[src/rtl/banked_aperture_mapper.sv]
module banked_aperture_mapper #(
  parameter int MEM_BYTES = 32'h0020_0000,
  parameter int OFF_W     = 8,
  parameter int FINE_SH   = 12,
  parameter int COARSE_SH = 14,
  parameter int WIN_AW    = 16,
  parameter int DATA_W    = 8,
  localparam int HALF_AW  = WIN_AW - 1,
  localparam int MA_W     = OFF_W + COARSE_SH + 1
) (
  input  logic              clk,
  input  logic              rst_n,
  input  logic              cfg_we,
  input  logic [1:0]        cfg_sel,
  input  logic [OFF_W-1:0]  cfg_wdata,
  input  logic              acc_valid,
  input  logic              acc_we,
  input  logic [WIN_AW-1:0] acc_addr,
  input  logic [DATA_W-1:0] acc_wdata,
  output logic [DATA_W-1:0] acc_rdata,
  output logic              acc_oor,
  output logic              mem_req,
  output logic              mem_we,
  output logic [MA_W-1:0]   mem_addr,
  output logic [DATA_W-1:0] mem_wdata,
  input  logic [DATA_W-1:0] mem_rdata
);
  localparam logic [MA_W-1:0] MEM_MA  = MA_W'(MEM_BYTES);
  localparam logic [MA_W-1:0] HALF_MA = MA_W'(1) << HALF_AW;

  logic [OFF_W-1:0] off_q [2];
  logic             dual_q, coarse_q;
  logic [MA_W-1:0]  base_v [2];
  logic [MA_W-1:0]  lim_v  [2];

  always_ff @(posedge clk) begin
    if (!rst_n) begin
      off_q[0] <= '0;
      off_q[1] <= '0;
      dual_q   <= 1'b0;
      coarse_q <= 1'b0;
    end else if (cfg_we) begin
      case (cfg_sel)
        2'd0: off_q[0] <= cfg_wdata;
        2'd1: off_q[1] <= cfg_wdata;
        2'd2: begin
          dual_q   <= cfg_wdata[0];
          coarse_q <= cfg_wdata[1];
        end
        default: ;
      endcase
    end
  end

  for (genvar b = 0; b < 2; b++) begin : g_bank
    localparam logic [MA_W-1:0] RST_BASE = (b == 1) ? HALF_MA : '0;
    localparam logic [MA_W-1:0] RST_LIM  = (b == 1) ? MEM_MA - HALF_MA : MEM_MA;
    logic [OFF_W-1:0] o;
    logic [MA_W-1:0]  sh, nb, nl, base_q, lim_q;

    always_comb begin
      o  = dual_q ? off_q[b] : off_q[0];
      sh = coarse_q ? (MA_W'(o) << COARSE_SH) : (MA_W'(o) << FINE_SH);
      nl = (sh >= MEM_MA) ? '0 : MEM_MA - sh;
      nb = sh;
      if (b == 1 && !dual_q) begin
        if (nl > HALF_MA) begin
          nb = sh + HALF_MA;
          nl = nl - HALF_MA;
        end else begin
          nl = '0;
        end
      end
      if (nl == '0) nb = '0;
    end

    always_ff @(posedge clk) begin
      if (!rst_n) begin
        base_q <= RST_BASE;
        lim_q  <= RST_LIM;
      end else begin
        base_q <= nb;
        lim_q  <= nl;
      end
    end

    assign base_v[b] = base_q;
    assign lim_v[b]  = lim_q;
  end

  logic            sel;
  logic [MA_W-1:0] in_ext;

  assign sel       = acc_addr[WIN_AW-1];
  assign in_ext    = MA_W'(acc_addr[HALF_AW-1:0]);
  assign acc_oor   = acc_valid && (in_ext >= lim_v[sel]);
  assign mem_addr  = base_v[sel] + in_ext;
  assign mem_req   = acc_valid && !acc_oor;
  assign mem_we    = mem_req && acc_we;
  assign mem_wdata = acc_wdata;
  assign acc_rdata = acc_oor ? '1 : mem_rdata;
endmodule

[config.mk]
export PLATFORM = sky130hd
export DESIGN_NAME = banked_aperture_mapper
export DESIGN_NICKNAME = d
export VERILOG_FILES = /design/src/rtl/banked_aperture_mapper.sv
export SDC_FILE = /design/constraint.sdc
export NUM_CORES = 1
export LEC_CHECK = 0
export CORE_MARGIN = 8
export CORE_UTILIZATION = 48
export CTS_BUF_LIST = sky130_fd_sc_hd__clkbuf_2 sky130_fd_sc_hd__clkbuf_4 sky130_fd_sc_hd__clkbuf_8
export CTS_CLUSTER_SIZE = 10
export DETAILED_ROUTE_END_ITERATION = 12
export PLACE_DENSITY = 0.76
export SLEW_MARGIN = 10
export SYNTH_ARGS = -nofsm -noshare
export SYNTH_HDL_FRONTEND = slang
export SYNTH_SLANG_ARGS = --single-unit
[constraint.sdc]
create_clock -name clk -period 7.9 [get_ports clk]
set_clock_uncertainty 0.15 [all_clocks]
set_input_delay 2.37 -clock clk [delete_from_list [all_inputs] [get_ports clk]]
set_output_delay 2.37 -clock clk [all_outputs]
set_load 0.1 [all_outputs]
Word level (Yosys, flattened, before mapping)
Memories as Yosys holds them, arrays and structs flattened.
Index checks and enable logic that the tools add are counted.
Storage, ports and cells
  bits in registers: 94
  bits in writable memories: 16
  output and inout port bits: 42
  memories kept: 1
Memories
  off_q: words 2, bits a word 8, read ports 2, clocked after Yosys merged registers in 0, write ports 2, RTL line 31  | logic [OFF_W-1:0] off_q [2];
Cells by class
  add/subtract/negate cells: 5
  magnitude comparators: 5
  equal/unequal tests: 2
  mux-type cells: 28
  bitwise logic cells: 4
  reduce and logical (&&, ||, !) cells: 10
Operators with widths (count)
  2-to-1 mux 23 bit: 12
  logical NOT 23 bit: 2
  subtractor 22 x 22 -> 23 bit (first input constant): 2
  >= comparator 22 bit (second input constant): 2
  2-to-1 mux 22 bit: 2
  2-to-1 mux 8 bit: 4
  adder 22 x 16 -> 23 bit (second input constant): 1
  adder 23 x 15 -> 23 bit: 1
  >= comparator 15 x 23 -> 1 bit: 1
  > comparator 23 x 16 -> 1 bit (second input constant): 1
  subtractor 23 x 16 -> 23 bit (second input constant): 1
  2-to-1 mux 16 bit: 1
  2-to-1 mux 1 bit: 9
  OR reduction 2 bit: 2
  logical AND 1 bit: 3
  == test 2 x 1 -> 1 bit (second input constant): 1
  == test 2 bit (second input constant): 1
  >= comparator 2 bit (second input constant): 1
  logical NOT 2 bit: 1
  NOT 1 -> 2 bit: 1
  bitwise OR 1 bit: 2
  AND reduction 2 bit: 1
  logical NOT 1 bit: 1
  NOT 1 bit: 1

Logic depth before layout (Yosys ltp)
Gate-level depths: netlist of the first run.
An unclocked memory read counts as a cell.
  depth after elaboration: 10
  mapped depth: 19

Worst setup path before layout of the first run
Ideal clock, no wire load.
  path kind: in2out
  start: input port acc_addr[15]
  end: output port mem_addr[21]
  data arrival time: 5.816 ns
  required time: 5.380 ns
  slack: -0.436 ns
  stages on the path: 11
  buffers on the path: 2
  cells stage by stage: clkbuf_1 > buf_1 > mux2i_1 > inv_1 > ha_1 > a21o_1 > a21oi_1 > nor3_1 > nand2_1 > nor2_1 > xnor2_1
On the way
  longest elaborated chain between the ends: 5
RTL lines
  start, declared: RTL line 18  | input logic [WIN_AW-1:0] acc_addr,
  NOT 1 -> 2 bit (implied by the code): RTL line 97  | assign mem_addr = base_v[sel] + in_ext;
  2-to-1 mux 23 bit (implied by the code) (3 in series): RTL line 97
  adder 23 x 15 -> 23 bit: RTL line 97
  end, declared: RTL line 24  | output logic [MA_W-1:0] mem_addr,
Every way passes these cells. The select of a mux whose other input is x is not followed.

Final worst setup path of the first run
  start: input port acc_addr[12]
  end: output port mem_addr[22]
On the way
  longest elaborated chain between the ends: 1
RTL lines (RTL line)
  adder 23 x 15 -> 23 bit: 97
Every way passes these cells.

==> results of run 1 <==
==> what timing repair did <==
action                     in CTS  in global routing
gates resized for setup         0                  1
setup endpoints to repair       0                 10
buffers inserted                0                  0
==> layer usage <==
metal / track usage / vias to the layer above / wire length, µm
li1: - / 1759 / -
met1: 0.221 / 1682 / 4640
met2: 0.309 / 164 / 5080
met3: 0.0422 / 12 / 725
met4: 0.0606 / 0 / 126
met5: 0 / - / 0
==> power breakdown <==
group	switching (mW)	leakage (nW)	internal (mW)	total, mW
sequential	0.0202	0.530	0.347	0.368
clock	0.115	0.109	0.187	0.302
combinational	0.210	1.37	0.124	0.334
==> worst reg2reg max path, delay by kind of cell, from the launching register on <==
kind / cells / cell delay [ns]
AND/OR/NAND/NOR: 6 / 1.23
AO/OA/AOI/OAI: 5 / 1.11
multiplexers: 2 / 0.70
flip-flops: 1 / 0.66
adder cells (fa/ha/maj): 2 / 0.47
buffers and inverters: 2 / 0.40
==> cells in the final DEF, fill, tap and decap left out, types with 9 or more instances in the layout <==
master           synthesis  routed
a21oi_1                 20      20
and2_1                  15      15
buf_12                   0      21
clkbuf_8                 0      10
clkdlybuf4s50_1          0      49
dfxtp_1                 45      45
edfxtp_1                16      16
ha_1                    11      11
inv_1                   17      17
mux2_2                   9       9
mux2i_1                 18      18
nand2_1                 32      32
nand2b_1                15      15
nand3_1                 15      15
nor2_1                  50      50
nor2b_1                  9       9
nor3_1                  10      10
o21ai_0                 23      22
xnor2_1                 17      16
==> registers in the layout, indices dropped and copies added, names as in the netlist <==
name and count:
coarse_q 1, dual_q 1, g_bank.lim_q 22, g_bank.base_q 21
off_q 16
==> final cells by class <==
class                   count  area [µm²]
well taps                 105         131
repair buffers             76         961
clock buffers              11         145
flip-flops and latches     61        1380
clock inverters             4        72.6
multi-input cells         350        2390
inverters                  20        75.1
fillers                   687        3060
==> per-stage QoR <==
stage / setup slack [ns] / instances / util / hold slack [ns] / total power, mW
floorplan: -0.313 / 475 / - / 0.448 / 0.620
global placement: 0.297 / 612 / 0.601 / 0.570 / 0.701
detailed placement: 0.181 / 612 / 0.601 / 0.566 / 0.706
CTS: 0.162 / 627 / 0.628 / 0.571 / 1.01
global route: 0.257 / 627 / 0.628 / 0.590 / 1.05
finish: 0.490 / 627 / 0.628 / 0.583 / 1.00
==> logic make-up (layout without fill, tap and decap cells) <==
kind of cell | after synthesis | in the layout
simple gates | 189 | 189
compound gates | 93 | 93
buf+inv | 64 | 111
flops | 61 | 61
mux | 31 | 31
xor+xnor | 25 | 25
fa+ha+maj | 12 | 12
==> how the worst max path moves through the flow <==
stage / startpoint / end / cells past startpoint
after global routing: acc_addr[12] / mem_addr[22] / 13
final: acc_addr[12] / mem_addr[22] / 13
after CTS: acc_addr[15] / acc_rdata[0] / 14
after global placement: acc_addr[15] / mem_addr[22] / 14
after floorplan: acc_addr[15] / mem_addr[17] / 9
after detailed placement: acc_addr[15] / acc_rdata[4] / 14
==> synth_stat cells (all sizes together), types with 15 or more instances <==
library cell  instances  share of area
nor2                 51          0.047
inv                  17          0.016
buf                  29          0.050
dfxtp                45           0.22
a21oi                20          0.024
o21ai                24          0.029
nand3                15          0.018
mux2i                18          0.044
nand2b               15          0.023
nand2                32          0.029
xnor2                17          0.036
clkbuf               15          0.014
and2                 15          0.023
edfxtp               16           0.12
==> flow_summary.yaml, run 1 <==
sta:
  setup_viol: 0
  rsz0062_at_grt: "false"
  hold_viol: 0
  fin_crit_sh: 0.938
  fmax_mhz: 135
  worst_slew_pin_slew_ns: 1.14
  fin_tns_setup_ns: 0
  relSlewSlack: 0.233
  slew_violations: 0
  period_needed_ns: 7.41
worst_setup_path:
  end_kind: "primary output"
  required_ns: 5.38
  start_kind: "input pin"
  timing.critical_path.buf_inv: 3
  critical_path_arrival_ns: 4.89
  critPathTopFamily: "buffers and inverters"
  r2r_slack_ns: 3.08
  cp_slowest_cell: "clkdlybuf4s50_1"
  path_class: "input pin to primary output"
  r2r_cells: 17
  path_cells: "clkdlybuf4s50_1, ha_1, inv_1, fa_1, nor2b_1, o21bai_1, nor2_1, nand2_1, nor2_1, nand2_1, xnor2_1, a22o_1, buf_12"
  rr_startpoint: "dual_q"
  slowest_delay_ns: 0.51
  critPathMaxFanout: 2
  reg2reg_to: "g_bank[1].base_q[22]"
logic_synthesis:
  synth_warnings: 0
  syn_nets: 534
  ys_ff_latch: 61
  syn_area_mm2: 0.00409
  yosys_most_used_dff: "dfxtp_1"
  synth-xor-area-share: 0.0536
  synth-edff-count: 16
  synth_compound_area_frac: 0.151
  yosys.cell_types.count: 67
  synthMuxAreaShare: 0.0909
  syn_inst: 475
  synth_top_family_by_area: "simple AND/OR/NAND/NOR gates"
  synth.yosys.seq_area_share: 0.338
  synthAdderAreaFrac: 0.0386
  postSynthAreaPerCell_um2: 8.60
  ys_async_sr_fraction: 0
  yosys.area_share.simple: 0.246
cells_and_area:
  area_growth_pct: 26.2
  antenna_cells: 0
  fin_area_mm2: 0.00516
  fin_nets: 577
  drive_gt1_frac: 0.136
detailed_routing:
  postRouteAntennaNets: 0
  dr.pass1.iters: 6
  vias: 3617
  wl_per_cell_um: 16.9
  drt-total-wl_um: 10600
  drc: 0
  drt_first_iter_violations: 259
  viasPerCell: 5.77
worst_hold_path:
  hp-start: "off_q[0][6]"
  hold_class: "flop to flop"
  hold_depth: 1
  min_to: "g_bank[0].lim_q[21]"
cts:
  hold_buffers: 0
  clkTransAtPathRegs_ns: 0.07
  cts_root_buf: "clkbuf_8"
  numClockSinks: 61
  clock_latency_ns: 0.34
  htreeDepth: 3
  cts_tree: "built"
  numCtsBuffers: 9
  clk_path_buf_depth: 2
global_route:
  grt_overflow: 0
  grt_pass1_wl_um: 17000
  grt_antenna_before_repair: 0
  grt_pass1_vias: 3434
  grt_max_degree: 37
  grt_use_total: 0.182
floorplanning:
  dieArea_mm2: 0.0117
  start_util: 0.497
  die_x_um: 108
  num_rows: 33
  die_h_um: 108
  coreArea_mm2: 0.00822
  io_pins: 89
placement:
  post-dp-hpwl_um: 8390
  place_area_mm2: 0.00494
  gp_congestion: 0.913
  io_buffers: 72
outcome:
  status: "finished clean"
power_and_ir_drop:
  p_per_area_mw_per_mm2: 194
  peakVddDrop_mv: 0.114
  p_leak_nw: 2.01
flow_run:
  max-cap-violations: 0
Note: power is estimated with default switching activity, not from simulation.
==> inputs of run 2 (changes only) <==
clock period = 7.86 ns   (was 7.9 ns; I/O delays follow)
==> run 2 against run 1 <==
Utilization is 0.18 points lower. Design area is 0.29% lower. Power is 1.4% lower. Critical path depth stayed put. Register-to-register slack worse by 0.10 ns. First-iteration DRC count is 12% lower. Critical path type unchanged. Largest power group unchanged. Highest routed layer unchanged.
==> flow_summary.yaml, run 2 (same netlist as run 1, synthesis figures left out) <==
detailed_routing:
  vias: 3604
  drt-total-wl_um: 10600
  dr.pass1.iters: 4
  viasPerCell: 5.74
  postRouteAntennaNets: 0
  wl_per_cell_um: 16.9
  drc: 0
  drt_first_iter_violations: 227
cts:
  numCtsBuffers: 9
  postCtsSetupBuffers: 0
  htreeDepth: 3
  cts_root_buf: "clkbuf_8"
  hold_buffers: 0
  clock_latency_ns: 0.34
  clk_path_buf_depth: 2
  clkTransAtPathRegs_ns: 0.07
  numClockSinks: 61
  cts_tree: "built"
global_route:
  grt_use_total: 0.185
  grt_pass1_vias: 3434
  grt_pass1_wl_um: 17200
  grt_max_degree: 37
  grt_overflow: 0
  grt_antenna_before_repair: 0
cells_and_area:
  largest_register_ffs: 22
  fin_nets: 577
  largestRegisters: "g_bank.lim_q x22, g_bank.base_q x21, off_q x16"
  drive_gt1_frac: 0.138
  largest_register: "g_bank.lim_q"
  mostFrequentLayoutCells: "50 x nor2_1, 49 x clkdlybuf4s50_1, 45 x dfxtp_1, 32 x nand2_1, 23 x o21ai_0"
  final_common_cell: "nor2_1"
  final_util: 0.626
  antenna_cells: 0
  fill_cells: 721
  area_growth_pct: 25.9
  fin_area_mm2: 0.00514
outcome:
  status: "finished clean"
flow_run:
  max-cap-violations: 0
placement:
  io_buffers: 72
  post-dp-hpwl_um: 8430
  gp_congestion: 0.913
  place_area_mm2: 0.00494
sta:
  hold_viol: 0
  relSlewSlack: 0.235
  slew_violations: 0
  worst_slew_pin_slew_ns: 1.14
  period_needed_ns: 7.41
  rsz0062_at_grt: "false"
  fin_crit_sh: 0.943
  fmax_mhz: 135
  setup_viol: 0
  fin_hold_ws_ns: 0.567
floorplanning:
  io_pins: 89
  die_h_um: 108
  die_x_um: 108
  num_rows: 33
  dieArea_mm2: 0.0117
  coreArea_mm2: 0.00822
  start_util: 0.497
worst_setup_path:
  start_kind: "input pin"
  critPathTopFamily: "buffers and inverters"
  path_class: "input pin to primary output"
  r2r_slack_ns: 2.98
  rr_startpoint: "dual_q"
  startpoint: "acc_addr[12]"
  required_ns: 5.35
  timing.critical_path.buf_inv: 3
  cp_slowest_cell: "clkdlybuf4s50_1"
  slowest_delay_ns: 0.51
  end_kind: "primary output"
  critical_path_arrival_ns: 4.90
  path_cells: "clkdlybuf4s50_1, ha_1, inv_1, fa_1, nor2b_1, o21bai_1, nor2_1, nand2_1, nor2_1, nand2_1, xnor2_1, a22o_1, buf_12"
  critPathMaxFanout: 2
power_and_ir_drop:
  p_leak_nw: 2.00
  peakVddDrop_mv: 0.135
  p_per_area_mw_per_mm2: 192
worst_hold_path:
  hold_class: "flop to flop"
  hp-start: "off_q[0][6]"
-- run 2: final timing paths --
kind                                             end  cells past startpoint
worst min register to register   g_bank[0].lim_q[21]                      1
worst min-delay path             g_bank[0].lim_q[21]                      1
worst max register to register  g_bank[1].base_q[22]                     17
worst max-delay path                    mem_addr[22]                     13
-- run 2: final cells by class --
cell class              count  area [µm²]  area share
flip-flops and latches     61        1380       0.269
inverters                  20        75.1      0.0146
multi-input cells         350        2390       0.465
repair buffers             76         961       0.187
clock buffers              11         145      0.0282
well taps                 105         131      0.0255
clock inverters             5        57.6      0.0112
-- run 2: metrics by stage --
stage               instances  worst slack, ns  TNS, ns  power [mW]
floorplan                 475           -0.329   -0.850       0.623
global placement          612            0.281        0       0.704
detailed placement        612            0.156        0       0.710
CTS                       628            0.152        0       0.992
global route              628            0.214        0        1.03
finish                    628            0.448        0       0.989
-- run 2: power breakdown --
part / total (mW) / switching [mW] / internal [mW]
logic: 0.336 / 0.211 / 0.124
clock network: 0.284 / 0.125 / 0.159
registers: 0.369 / 0.0202 / 0.349
-- run 2: repair_timing --
item,4_1_cts,5_1_grt
gates resized for setup,0,1
endpoints found under the setup margin,0,10
endpoints found under the hold margin,0,0
-- run 2: metal layers --
metal | global-route usage | part of all wire
met5 | 0 | 0
met4 | 0.0616 | 0.019
met3 | 0.0523 | 0.075
met2 | 0.314 | 0.48
met1 | 0.220 | 0.43
